## config.mk

```make
export PLATFORM = sky130hd
export DESIGN_NAME = xlat_par_unit
export DESIGN_NICKNAME = d
export VERILOG_FILES = /design/src/rtl/xlat_pkg.sv /design/src/rtl/xlat_req_ctrl.sv /design/src/rtl/xlat_result_fmt.sv /design/src/rtl/xlat_par_unit.sv
export SDC_FILE = /design/constraint.sdc
export NUM_CORES = 1
export LEC_CHECK = 0
export BUFFER_PORTS_ARGS = -buffer_cell sky130_fd_sc_hd__buf_2
export CORE_ASPECT_RATIO = 1.5
export CORE_MARGIN = 8
export CORE_UTILIZATION = 44
export DETAILED_ROUTE_END_ITERATION = 7
export HOLD_SLACK_MARGIN = 0.15
export PLACE_DENSITY_LB_ADDON = 0.1
export RECOVER_POWER = 25
export SKIP_CTS_REPAIR_TIMING = 1
export SLEW_MARGIN = 20
export SYNTH_ARGS = -nofsm -noshare
export SYNTH_HDL_FRONTEND = slang
export SYNTH_SLANG_ARGS = --single-unit
export TNS_END_PERCENT = 20
```

## constraint.sdc

```tcl
create_clock -name clk -period 1.47 [get_ports clk]
set_input_delay 0.147 -clock clk [delete_from_list [all_inputs] [get_ports clk]]
set_output_delay 0.147 -clock clk [all_outputs]
set_load 0.005 [all_outputs]
```

## src/rtl/xlat_pkg.sv

```systemverilog
package xlat_pkg;
  typedef enum logic [1:0] {
    ST_IDLE = 2'd0,
    ST_REQ  = 2'd1,
    ST_WAIT = 2'd2
  } xlat_st_e;

  localparam int PAR_W          = 64;
  localparam int SHORT_W        = 32;
  localparam int PG_LSB         = 12;
  localparam int SUPER_LSB      = 24;
  localparam int LONG_MARK_BIT  = 11;
  localparam int SUPER_FLAG_BIT = 1;
  localparam int SHORT_FS_W     = 4;
endpackage

```

## src/rtl/xlat_req_ctrl.sv

```systemverilog
module xlat_req_ctrl
  import xlat_pkg::*;
#(
  parameter int VA_W     = 32,
  parameter int OP_W     = 3,
  parameter int USER_BIT = 1
) (
  input  logic            clk,
  input  logic            rst_n,
  input  logic            cmd_wr,
  input  logic [OP_W-1:0] cmd_op,
  input  logic [VA_W-1:0] cmd_vaddr,
  output logic            req_valid,
  input  logic            req_ready,
  output logic [VA_W-1:0] req_vaddr,
  output logic [OP_W-1:0] req_op,
  output logic            req_user,
  input  logic            rsp_valid,
  output logic            rsp_ready,
  output logic            busy,
  output logic            rsp_fire
);
  xlat_st_e        state_q, state_d;
  logic [VA_W-1:0] vaddr_q;
  logic [OP_W-1:0] op_q;
  logic            cmd_take;
  logic            req_fire;

  assign cmd_take  = cmd_wr && (state_q == ST_IDLE);
  assign req_valid = (state_q == ST_REQ);
  assign rsp_ready = (state_q == ST_WAIT);
  assign req_fire  = req_valid && req_ready;
  assign rsp_fire  = rsp_valid && rsp_ready;
  assign busy      = (state_q != ST_IDLE);
  assign req_vaddr = vaddr_q;
  assign req_op    = op_q;
  assign req_user  = op_q[USER_BIT];

  always_comb begin
    state_d = state_q;
    case (state_q)
      ST_IDLE: if (cmd_take) state_d = ST_REQ;
      ST_REQ:  if (req_fire) state_d = ST_WAIT;
      ST_WAIT: if (rsp_fire) state_d = ST_IDLE;
      default: state_d = ST_IDLE;
    endcase
  end

  always_ff @(posedge clk) begin
    if (!rst_n) begin
      state_q <= ST_IDLE;
      vaddr_q <= '0;
      op_q    <= '0;
    end else begin
      state_q <= state_d;
      if (cmd_take) begin
        vaddr_q <= cmd_vaddr;
        op_q    <= cmd_op;
      end
    end
  end

  AST_REQ_HOLD: assert property (@(posedge clk) disable iff (!rst_n)
    req_valid && !req_ready |=> req_valid && $stable(req_vaddr) && $stable(req_op));
  AST_REQ_DROP: assert property (@(posedge clk) disable iff (!rst_n)
    req_fire |=> !req_valid);
  AST_NO_OVERLAP: assert property (@(posedge clk) disable iff (!rst_n)
    !(req_valid && rsp_ready));
  AST_BUSY_RISE: assert property (@(posedge clk) disable iff (!rst_n)
    cmd_take |=> busy);
  AST_BUSY_FALL: assert property (@(posedge clk) disable iff (!rst_n)
    rsp_fire |=> !busy);
  AST_IGNORE_BUSY: assert property (@(posedge clk) disable iff (!rst_n)
    cmd_wr && busy |=> $stable(req_vaddr) && $stable(req_op));
endmodule

```

## src/rtl/xlat_result_fmt.sv

```systemverilog
module xlat_result_fmt
  import xlat_pkg::*;
#(
  parameter int PA_W = 40,
  parameter int FS_W = 6
) (
  input  logic                   long_mode,
  input  logic                   fault,
  input  logic [FS_W-1:0]        status,
  input  logic [PA_W-1:PG_LSB]   pfn,
  input  logic                   super_map,
  output logic [PAR_W-1:0]       par_d
);
  localparam int PFN_W = PA_W - PG_LSB;

  function automatic logic [PAR_W-1:0] pack_long(
    input logic fl, input logic [FS_W-1:0] st, input logic [PFN_W-1:0] fr);
    logic [PAR_W-1:0] r;
    r = '0;
    r[LONG_MARK_BIT] = 1'b1;
    if (fl) begin
      r[0]      = 1'b1;
      r[FS_W:1] = st;
    end else begin
      r[PA_W-1:PG_LSB] = fr;
    end
    return r;
  endfunction

  function automatic logic [PAR_W-1:0] pack_short(
    input logic fl, input logic [FS_W-1:0] st, input logic [PFN_W-1:0] fr,
    input logic sup);
    logic [PAR_W-1:0] r;
    r = '0;
    if (fl) begin
      r[0]            = 1'b1;
      r[SHORT_FS_W:1] = st[SHORT_FS_W-1:0];
    end else if (sup) begin
      r[SHORT_W-1:SUPER_LSB] = fr[SHORT_W-1-PG_LSB:SUPER_LSB-PG_LSB];
      r[SUPER_FLAG_BIT]      = 1'b1;
    end else begin
      r[SHORT_W-1:PG_LSB] = fr[SHORT_W-1-PG_LSB:0];
    end
    return r;
  endfunction

  always_comb begin
    if (long_mode) par_d = pack_long(fault, status, pfn);
    else           par_d = pack_short(fault, status, pfn, super_map);
  end
endmodule

```

## src/rtl/xlat_par_unit.sv

```systemverilog
module xlat_par_unit
  import xlat_pkg::*;
#(
  parameter int VA_W     = 32,
  parameter int PA_W     = 40,
  parameter int OP_W     = 3,
  parameter int FS_W     = 6,
  parameter int USER_BIT = 1
) (
  input  logic                    clk,
  input  logic                    rst_n,
  input  logic                    long_mode,
  input  logic                    cmd_wr,
  input  logic [OP_W-1:0]         cmd_op,
  input  logic [VA_W-1:0]         cmd_vaddr,
  output logic                    busy,
  output logic                    wk_req_valid,
  input  logic                    wk_req_ready,
  output logic [VA_W-1:0]         wk_req_vaddr,
  output logic [OP_W-1:0]         wk_req_op,
  output logic                    wk_req_user,
  input  logic                    wk_rsp_valid,
  output logic                    wk_rsp_ready,
  input  logic                    wk_rsp_fault,
  input  logic [FS_W-1:0]         wk_rsp_status,
  input  logic [PA_W-PG_LSB-1:0]  wk_rsp_pfn,
  input  logic                    wk_rsp_super,
  output logic [SHORT_W-1:0]      par_lo,
  output logic [PAR_W-SHORT_W-1:0] par_hi
);
  logic             rsp_fire;
  logic [PAR_W-1:0] par_d;
  logic [PAR_W-1:0] par_q;

  xlat_req_ctrl #(.VA_W(VA_W), .OP_W(OP_W), .USER_BIT(USER_BIT)) ctrl_i (
    .clk       (clk),
    .rst_n     (rst_n),
    .cmd_wr    (cmd_wr),
    .cmd_op    (cmd_op),
    .cmd_vaddr (cmd_vaddr),
    .req_valid (wk_req_valid),
    .req_ready (wk_req_ready),
    .req_vaddr (wk_req_vaddr),
    .req_op    (wk_req_op),
    .req_user  (wk_req_user),
    .rsp_valid (wk_rsp_valid),
    .rsp_ready (wk_rsp_ready),
    .busy      (busy),
    .rsp_fire  (rsp_fire)
  );

  xlat_result_fmt #(.PA_W(PA_W), .FS_W(FS_W)) fmt_i (
    .long_mode (long_mode),
    .fault     (wk_rsp_fault),
    .status    (wk_rsp_status),
    .pfn       (wk_rsp_pfn),
    .super_map (wk_rsp_super),
    .par_d     (par_d)
  );

  always_ff @(posedge clk) begin
    if (!rst_n)        par_q <= '0;
    else if (rsp_fire) par_q <= par_d;
  end

  assign par_lo = par_q[SHORT_W-1:0];
  assign par_hi = par_q[PAR_W-1:SHORT_W];

  AST_PAR_HOLD: assert property (@(posedge clk) disable iff (!rst_n)
    !rsp_fire |=> $stable(par_q));
  AST_LONG_MARK: assert property (@(posedge clk) disable iff (!rst_n)
    rsp_fire && long_mode |=> par_q[LONG_MARK_BIT]);
  AST_FAULT_FLAG: assert property (@(posedge clk) disable iff (!rst_n)
    rsp_fire && wk_rsp_fault |=> par_q[0]);
  AST_SHORT_HI_ZERO: assert property (@(posedge clk) disable iff (!rst_n)
    rsp_fire && !long_mode |=> (par_hi == '0));
  AST_SHORT_FAULT_WIDTH: assert property (@(posedge clk) disable iff (!rst_n)
    rsp_fire && !long_mode && wk_rsp_fault |=> (par_lo[SHORT_W-1:SHORT_FS_W+1] == '0));
endmodule

```

* Word level (Yosys, flattened, before mapping)
Index checks and enable logic that the tools add are counted.
Widths: inputs -> output; s select.
** Operators by class
- Equality and inequality tests :: 5
- Multiplexer cells :: 13
- Reduce and logical (&&, ||, !) cells :: 6
** Operators by type and width (count)
- $mux 40 :: 1
- $mux 28 :: 1
- $mux 20 :: 1
- $mux 12 :: 1
- $mux 7 :: 1
- $mux 2 :: 3
- $pmux 2 s3 :: 1
- $ne 2x2->1 const B :: 2
- $logic_and 1x1->1 :: 3
- $mux 1 :: 3
- $mux 3 :: 1
- $reduce_and 3->1 :: 1
- $eq 2x1->1 const B :: 1
- $eq 2x2->1 const B :: 1
- $logic_not 2->1 :: 1
- $ne 2x1->1 const B :: 1
- $reduce_bool 2->1 :: 1
** Word-level totals
- Register bits after elaboration :: 101
- Input bits :: 77
- Logic and storage cells :: 28

* Longest topological paths before layout
Gate-level depths: netlist (run 1).
- Word-level depth :: 4
- Mapped depth :: 5
- Mapped depth without buffers :: 3

* Cells and area by module
Synthesis (run 1) repeated with hierarchy kept, for this count alone.
** Unflattened totals
- Cell total of the unflattened synthesis :: 443
- Area, all modules :: 4574.4 um^2
** Modules (own cells, without submodules)
- xlat_par_unit :: instances 1, cells each 206, area each 2451.1 um^2
- xlat_req_ctrl :: instances 1, cells each 166, area each 1544.0 um^2
- xlat_result_fmt :: instances 1, cells each 71, area each 579.3 um^2

* Worst setup path before layout (run 1)
No wires, ideal clock.
- Kind :: reg-to-reg
- From :: register ctrl_i.state_q[1]
- To :: register ctrl_i.vaddr_q[0] (netlist: ctrl_i.req_vaddr[0])
- Setup time :: 0.116 ns
- Arrival :: 1.113 ns
- Data required time :: 1.354 ns
- Setup slack :: 0.241 ns
- Cell stages (with the launch flop) :: 6
- Buffers on the path :: 2
- Cell sequence :: dfxtp_1 > or3b_1 > buf_2 > buf_6 > nand2_1 > a21boi_1
** On the way
- Cells in the longest elaborated chain, start to end :: 2
** Ends and longest elaborated chain
- start: declaration :: line xlat_req_ctrl.sv:23 : xlat_st_e state_q, state_d;
- start signal: assignment :: line xlat_req_ctrl.sv:55 : state_q <= state_d;
- $logic_not 2->1 :: line xlat_req_ctrl.sv:29 : assign cmd_take = cmd_wr && (state_q == ST_IDLE);
- $logic_and 1x1->1 :: line xlat_req_ctrl.sv:29
- end signal: assignment :: line xlat_req_ctrl.sv:57 : vaddr_q <= cmd_vaddr;
- end: declaration :: line xlat_req_ctrl.sv:24 : logic [VA_W-1:0] vaddr_q;
Every way passes these cells.
A chain may end at the register's enable or synchronous reset.

* Final worst setup path (run 1)
- From :: register ctrl_i.state_q[1]
- To :: register par_q[16]
** On the way
- Cells in the longest elaborated chain, start to end :: 2
** Ends and longest elaborated chain
- $eq 2x2->1 :: line xlat_req_ctrl.sv:31 : assign rsp_ready = (state_q == ST_WAIT);
- $logic_and 1x1->1 :: line xlat_req_ctrl.sv:33 : assign rsp_fire = rsp_valid && rsp_ready;
- end signal: assignment :: line xlat_par_unit.sv:63 : else if (rsp_fire) par_q <= par_d;
- end: declaration :: line xlat_par_unit.sv:33 : logic [PAR_W-1:0] par_q;
Every way passes these cells.

==> results.toml, run 1 <==
[die]
rows = 37
start_util_pct = 45.4
chipWidth_um = 84.9
die_area_um2 = 10100
core_um2 = 6900
top_level_ports = 180
dieHeight_um = 119

[worst_setup_path]
critical-path-top-delay-family = "flip-flops"
cp.arrival_ns = 1.61
path_class = "register to register"
worst_ep_required_time_ns = 1.71
end_kind = "register"
cp_max_fo = 27
crit_path_top_delay_cell = "dfxtp_1"
max_stage_delay_ns = 0.45
worstPathCellList = "and3b_1, buf_12, nand4b_1, a21boi_0"
cp_num_buf_inv = 1
critPathLaunchType = "register"

[routing]
viasPerCell = 4.71
dr.pass1.iters = 4
via_count = 3064
avgRoutedWirePerCell_um = 14.9
routed_wl_um = 9680
drcViolationCount = 0
ant_nets = 0
detail_route.iter0.violations = 174

[global_routing]
grt_pass1_wl_um = 13600
first_global_vias = 2810
grt_use_total_pct = 16.5
overflow = 0
grt_max_degree = 42
antenna_found_initial = 0

[final_layout]
syn_to_final_growth_pct = 49.4
fill_cells = 600
fin_util_pct = 67.9
layout.nets = 645
diodes = 0
drive_gt1_share_pct = 25.9

[clocking]
clkLatencyLatePin_ns = 0.33
clockBufferDepth = 2
root_buffer = "clkbuf_8"
htree_levels = 3
cts_tree = "done"
cts_made_buffers = 9
clock_sinks = 73
cts.clk_slew.worst_paths_ns = 0.07

[synth]
syn_area_um2 = 3130
synth_top_area_share_pct = 46.6
synth_top_cell_by_area = "dfxtp_1"
syn_avg_cell_area_um2 = 8.75
synth_cell_types = 24
yosys_register_bits = 73
netlist_instances = 358
synth_area_leaders = "dfxtp_1, a21boi_1, nand2_1"
yosysWarnings = 0
ys_seq_area_share_pct = 46.6

[flow_run]
drv_cap = 0

[timing]
setup_viol = 0
setup_tns_ns = 0
hold_ws_ns = 0.141
skew_ns = 0.00936
slew_violations = 0
maxSlewHeadroom_pct = 58.2
min_period_ns = 1.37
worst_slew_pin_slew_ns = 0.626
fin_crit_sh_pct = 92.9
rsz0062_at_grt = "false"
fmax_mhz = 733
hold_violations = 0

[outcome]
status = "finished, final reports clean"

[power]
peakVddDrop_uv = 653
p_per_area_nw_per_um2 = 911
power_mw = 4.27
p_leak_nw = 2.08

[place]
io_buffers = 151
place.gp.congestion = 0.719
dp_hpwl_um = 6350

[min_path]
min_path_type = "primary input to register"
[per-layer routing]
metal,GRT usage (%),vias to the layer above,routed length [µm]
met5,0,-,0
met4,7.95,0,138
met3,7.57,11,755
met2,28.5,113,4980
met1,16.4,1397,3800
li1,-,1543,-
[logic make-up (layout without fill, tap and decap cells)]
logic type / count (synthesis) / after routing / share of synthesized area (%)
AOI/OAI and AO/OA: 75 / 75 / 17.8
buffers and inverters: 57 / 244 / 12.3
DFF: 73 / 73 / 46.6
other: 1 / 28 / 0.120
and+or+nand+nor: 152 / 152 / 23.2
[state kept, by name (all words and copies together), names as in the netlist]
name and cells:
ctrl_i.state_q 2, par_q 36, ctrl_i.req_op 3, ctrl_i.req_vaddr 32
[worst paths after layout]
kind	from	end	slack [ns]	depth (start not counted)
setup / recovery	ctrl_i.state_q[1]	par_q[16]	0.10	4
hold / removal	wk_req_ready	ctrl_i.state_q[1]	0.14	3
setup reg to reg	ctrl_i.state_q[1]	par_q[16]	0.10	4
hold reg to reg	par_q[33]	par_q[33]	0.45	2
[worst reg2reg max path, stage by stage, from the launching register on]
cell and delay [ns]:
dfxtp_1 0.45, and3b_1 0.28, buf_12 0.19, nand4b_1 0.13
a21boi_0 0.24
[power by group]
part	switching [mW]	total, mW	internal (mW)
registers	0.0400	2.09	2.05
clock network	0.671	1.53	0.863
logic	0.286	0.642	0.356
total	0.997	4.27	3.27
[synthesized netlist by cell type]
| cell type | count |
|---|---|
| a21boi_0 | 14 |
| a21boi_1 | 56 |
| a21oi_1 | 1 |
| a22oi_1 | 1 |
| and3b_1 | 1 |
| buf_2 | 8 |
| buf_4 | 31 |
| buf_6 | 6 |
| clkbuf_1 | 11 |
| conb_1 | 1 |
| dfxtp_1 | 73 |
| inv_1 | 1 |
| nand2_1 | 108 |
| nand2b_1 | 1 |
| nand3_1 | 11 |
| nand3b_1 | 9 |
| nand4_1 | 2 |
| nand4b_1 | 12 |
| nor2b_1 | 5 |
| nor3b_4 | 1 |
| o21a_1 | 2 |
| o21ai_0 | 1 |
| or2_2 | 1 |
| or3b_1 | 1 |
[per-stage QoR]
| step | cells | setup WS, ns | area (µm²) |
|---|---|---|---|
| after global routing | 650 | 0.0267 | 4680 |
| final | 650 | 0.105 | 4680 |
| after floorplan | 385 | 0.241 | 3240 |
| after global placement | 566 | 0.223 | 3830 |
| after CTS | 581 | 0.111 | 4030 |
| after detailed placement | 566 | 0.199 | 3830 |
[layout make-up]
cell class	instances	area, µm²	area share (%)
Timing Repair Buffer	228	1540	32.8
Sequential cell	73	1460	31.2
Multi-Input combinational cell	255	1390	29.7
Clock buffer	12	155	3.31
Tap cell	78	97.6	2.08
Clock inverter	3	40.0	0.855
Inverter	1	3.75	0.0802
[layout by cell type (no fill, tap or decap), types with 5 or more instances in the layout]
master,instances
dlygate4sd3_1,69
nand2_1,108
clkbuf_1,28
conb_1,28
buf_2,124
buf_12,5
clkbuf_8,11
a21boi_1,56
nand4b_1,12
nand3b_1,9
nand3_1,11
dfxtp_1,73
nor2b_1,5
a21boi_0,14
No activity file was read; power rests on OpenSTA's default activity.
==> run 2, diff against run 1 <==
--- a/config.mk
+++ b/config.mk
@@ -8,7 +8,8 @@
 export BUFFER_PORTS_ARGS = -buffer_cell sky130_fd_sc_hd__buf_2
 export CORE_ASPECT_RATIO = 1.5
 export CORE_MARGIN = 8
-export CORE_UTILIZATION = 44
+export CORE_UTILIZATION = 45
+export CTS_BUF_LIST = sky130_fd_sc_hd__clkbuf_4
 export DETAILED_ROUTE_END_ITERATION = 7
 export HOLD_SLACK_MARGIN = 0.15
 export PLACE_DENSITY_LB_ADDON = 0.1
==> run 2 against run 1 <==
- sequential share of layout area is 0.15 points higher
- clock skew up 0.0033 ns
- sequential power barely moved
- hold slack gained 0.029 ns
- total power is 8.5% lower
- cell area shrank 0.29%
- global-route usage down 0.29 points
- worst setup slack worse by 0.042 ns
- non-clock buffer count up 4
- via count increased by 2.4%
- largest power group unchanged
- highest routed layer unchanged
==> results.toml, run 2 (synthesis results as in run 1) <==
[timing]
min_period_ns = 1.41
setup_tns_ns = 0
fin_crit_sh_pct = 95.7
setup_viol = 0
maxSlewHeadroom_pct = 64.2
worst_slew_pin_slew_ns = 0.537
rsz0062_at_grt = "false"
hold_violations = 0
skew_ns = 0.0126
slew_violations = 0
fmax_mhz = 711

[clocking]
clockBufferDepth = 2
clock_sinks = 73
cts_made_buffers = 9
htree_levels = 3
cts_tree = "done"
clkLatencyLatePin_ns = 0.39
cts.clk_slew.worst_paths_ns = 0.11
root_buffer = "clkbuf_4"

[routing]
via_count = 3139
viasPerCell = 4.79
detail_route.iter0.violations = 144
ant_nets = 0
avgRoutedWirePerCell_um = 14.6
routed_wl_um = 9550
dr.pass1.iters = 4
drcViolationCount = 0

[worst_setup_path]
critPathLaunchType = "primary input"
worstPathCellList = "dlygate4sd3_1, buf_2, nand2b_1, nand4b_1, a21boi_0"
cp_max_fo = 13
reg2regPathDepth = 4
regToRegSetupSlack_ns = 0.16
max_stage_delay_ns = 0.54
crit_path_top_delay_cell = "dlygate4sd3_1"
worstReg2RegStart = "ctrl_i.state_q[1]"
timing.rr.end = "par_q[17]"
path_class = "primary input to register"
end_kind = "register"
critical-path-top-delay-family = "buffers and inverters"
cp_num_buf_inv = 2
cp.arrival_ns = 1.72
worst_ep_required_time_ns = 1.78

[min_path]
whs_endpoint = "par_q[0]"
hold_depth = 2
min_path_type = "primary input to register"
hp-start = "rst_n"

[die]
chipWidth_um = 84.1
dieHeight_um = 118
rows = 37
die_area_um2 = 9950
top_level_ports = 180
start_util_pct = 46.1
core_um2 = 6810

[global_routing]
first_global_vias = 2782
grt_pass1_wl_um = 13600
overflow = 0
antenna_found_initial = 0
grt_use_total_pct = 16.2
grt_max_degree = 38

[place]
io_buffers = 151
dp_hpwl_um = 6250
placedCellCount = 566
place.gp.congestion = 0.760

[final_layout]
diodes = 0
layout.nets = 649
layout_common_cells = "buf_2, nand2_1, dlygate4sd3_1, dfxtp_1, a21boi_1"
syn_to_final_growth_pct = 48.9
drive_gt1_share_pct = 25.5
fin_cells = 655
final_common_cell = "buf_2"
largest_reg_flops = 36
fill_cells = 571
regMostFlops = "par_q"

[flow_run]
drv_cap = 0

[outcome]
status = "finished, final reports clean"

[power]
p_per_area_nw_per_um2 = 837
p_leak_nw = 2.06
peakVddDrop_uv = 582
-- run 2: cell types whose count changed in the layout (fill, tap and decap cells not counted) --
cell           before  now
clkinvlp_4          0    2
dfxtp_2             0    2
buf_2             124  122
buf_4               3    2
clkinv_1            0    3
dlygate4sd3_1      69   73
clkbuf_8           11    0
buf_1               0    1
clkbuf_4            0    9
clkinv_2            2    1
dfxtp_1            73   71
buf_12              5    6
-- run 2: where the power goes --
part           total [mW]  internal [mW]  switching, mW
sequential           2.09           2.05         0.0411
clock                1.16          0.499          0.661
combinational       0.652          0.368          0.284
-- run 2: final cells by class --
class	instances	area [µm²]	area share (%)
clock buffer	9	67.6	1.45
clock inverter	7	61.3	1.31
inverter	1	3.75	0.0804
multi-input combinational	255	1390	29.8
sequential	73	1460	31.4
tap	78	97.6	2.09
timing repair buffer	232	1590	34.0
-- run 2: worst max path at each step --
stage	end	cells after the start	slack (ns)	start
finish	par_q[17]	5	0.06	long_mode
global route	par_q[17]	5	0.0004	long_mode
CTS	wk_rsp_ready	2	0.03	ctrl_i.state_q[1]
detailed placement	par_q[14]	4	0.18	ctrl_i.state_q[1]
global placement	ctrl_i.req_vaddr[7]	4	0.24	ctrl_i.state_q[1]
floorplan	ctrl_i.req_vaddr[0]	5	0.24	ctrl_i.state_q[1]
-- run 2: routing by layer --
layer | vias to the layer above | global-route usage, % | routed length, µm
met4 | 0 | 8.13 | 131
li1 | 1557 | - | -
met2 | 132 | 25.3 | 4920
met5 | - | 0 | 0
met1 | 1438 | 17.8 | 3710
met3 | 12 | 7.90 | 788
-- run 2: worst reg2reg max path, delay by kind of cell (launching register included) --
kind	cells	cell delay, ns
buffers and inverters	1	0.21
flip-flops	1	0.41
AND/OR/NAND/NOR	2	0.39
AO/OA/AOI/OAI	1	0.22
-- run 2: stage by stage --
stage / setup slack [ns] / utilization [%] / cell area [µm²] / hold slack, ns / total power [mW]
detailed placement: 0.176 / 56.5 / 3840 / 0.394 / 2.64
global placement: 0.243 / 56.5 / 3840 / 0.387 / 2.63
finish: 0.0628 / 68.6 / 4670 / 0.170 / 3.91
floorplan: 0.241 / - / 3240 / 0.282 / 2.45
CTS: 0.0262 / 58.4 / 3970 / -0.0722 / 3.82
global route: 0.000418 / 68.6 / 4670 / 0.166 / 4.11
==> run 3, diff against run 2 <==
--- a/config.mk
+++ b/config.mk
@@ -8,7 +8,7 @@
 export BUFFER_PORTS_ARGS = -buffer_cell sky130_fd_sc_hd__buf_2
 export CORE_ASPECT_RATIO = 1.5
 export CORE_MARGIN = 8
-export CORE_UTILIZATION = 45
+export CORE_UTILIZATION = 49
 export CTS_BUF_LIST = sky130_fd_sc_hd__clkbuf_4
 export DETAILED_ROUTE_END_ITERATION = 7
 export HOLD_SLACK_MARGIN = 0.15
==> constraint.sdc (replaced) <==
create_clock -name clk -period 1.76 [get_ports clk]
set_input_delay 0.176 -clock clk [delete_from_list [all_inputs] [get_ports clk]]
set_output_delay 0.176 -clock clk [all_outputs]
set_load 0.005 [all_outputs]
==> run 3 against run 2 <==
- cell area decreased by 1.4%
- via count about the same
- non-clock buffer count unchanged
- first-iteration DRC count increased by 18%
- count of clock-buffer cells in the layout unchanged
- cell count decreased by 0.46%
- hold slack improved by 0.022 ns
- flip-flop and latch count unchanged
- clock power decreased by 15%
- routed wire length increased by 3.8%
==> results.toml, run 3 (synthesis results as in run 1) <==
[final_layout]
final_common_cell = "buf_2"
fill_cells = 496
largest_reg_flops = 36
syn_to_final_growth_pct = 46.9
fin_util_pct = 74.5
layout.nets = 649
fin_area_um2 = 4600
regMostFlops = "par_q"
drive_gt1_share_pct = 26.0
fin_cells = 652
layout_common_cells = "buf_2, nand2_1, dfxtp_1, dlygate4sd3_1, a21boi_1"

[power]
power_mw = 3.27
peakVddDrop_uv = 616
p_leak_nw = 2.05
p_per_area_nw_per_um2 = 709

[routing]
ant_nets = 0
dr.pass1.iters = 5
viasPerCell = 4.82
via_count = 3140
routed_wl_um = 9900
detail_route.iter0.violations = 170
avgRoutedWirePerCell_um = 15.2
drcViolationCount = 0

[die]
dieHeight_um = 114
start_util_pct = 50.8
rows = 35
top_level_ports = 180
chipWidth_um = 81.3
die_area_um2 = 9260
core_um2 = 6170

[timing]
setup_viol = 0
setup_ws_ns = 0.172
rsz0062_at_grt = "false"
min_period_ns = 1.59
maxSlewHeadroom_pct = 57.8
hold_violations = 0
skew_ns = 0.0147
hold_ws_ns = 0.192
fmax_mhz = 630
slew_violations = 0
setup_tns_ns = 0
worst_slew_pin_slew_ns = 0.632
fin_crit_sh_pct = 90.2

[worst_setup_path]
path_class = "register to register"
critPathLaunchType = "register"
cp.arrival_ns = 1.94
reg2regPathDepth = 4
end_kind = "register"
cp_max_fo = 7
worst_ep_required_time_ns = 2.12

[min_path]
min_path_type = "primary input to register"
hold_depth = 4

[global_routing]
overflow = 0
antenna_found_initial = 0
first_global_vias = 2690
grt_pass1_wl_um = 13100
grt_use_total_pct = 17.6
grt_max_degree = 38

[flow_run]
drv_cap = 0

[clocking]
clkLatencyLatePin_ns = 0.41
clock_sinks = 73
htree_levels = 3
root_buffer = "clkbuf_4"
cts_made_buffers = 9
cts_tree = "done"
cts.clk_slew.worst_paths_ns = 0.12
clockBufferDepth = 2

[place]
pre_cts_slack_ns = 0.453
placedCellCount = 563
place_area_um2 = 3780
place.gp.congestion = 0.797
io_buffers = 151
dp_hpwl_um = 6380

[outcome]
status = "finished, final reports clean"
## run 3: final cells by class
class | count | area, µm² | area share [%]
repair buffers | 232 | 1530 | 33.1
flip-flops and latches | 73 | 1460 | 31.7
multi-input cells | 255 | 1390 | 30.2
well taps | 74 | 92.6 | 2.01
clock buffers | 9 | 67.6 | 1.47
clock inverters | 7 | 61.3 | 1.33
inverters | 1 | 3.75 | 0.0815
diodes | 1 | 2.50 | 0.0544
## run 3: final timing paths
| path | to | slack (ns) | startpoint |
|---|---|---|---|
| worst max-delay path | ctrl_i.state_q[1] | 0.17 | ctrl_i.state_q[0] |
| worst min-delay path | par_q[39] | 0.19 | wk_rsp_fault |
| worst max register to register | ctrl_i.state_q[1] | 0.17 | ctrl_i.state_q[0] |
| worst min register to register | par_q[2] | 0.45 | par_q[2] |
## run 3: layer usage
metal / GRT usage [%] / share of wire (%) / wire (µm)
met3: 7.32 / 9.8 / 968
met5: 0 / 0 / 0
met2: 28.3 / 53 / 5240
met4: 6.83 / 1.4 / 138
met1: 19.9 / 36 / 3560
## run 3: power by group
group	total (mW)	leakage, nW	internal [mW]	switching, mW
combinational	0.534	1.39	0.294	0.240
sequential	1.74	0.594	1.71	0.0323
clock	0.987	0.0645	0.417	0.570
## run 3: critical path, cell delays in order, from the launching register on
cell and delay [ns]:
dfxtp_1 0.46, nor2b_1 0.28, a22oi_1 0.13, dlygate4sd3_1 0.58, nor2b_1 0.10
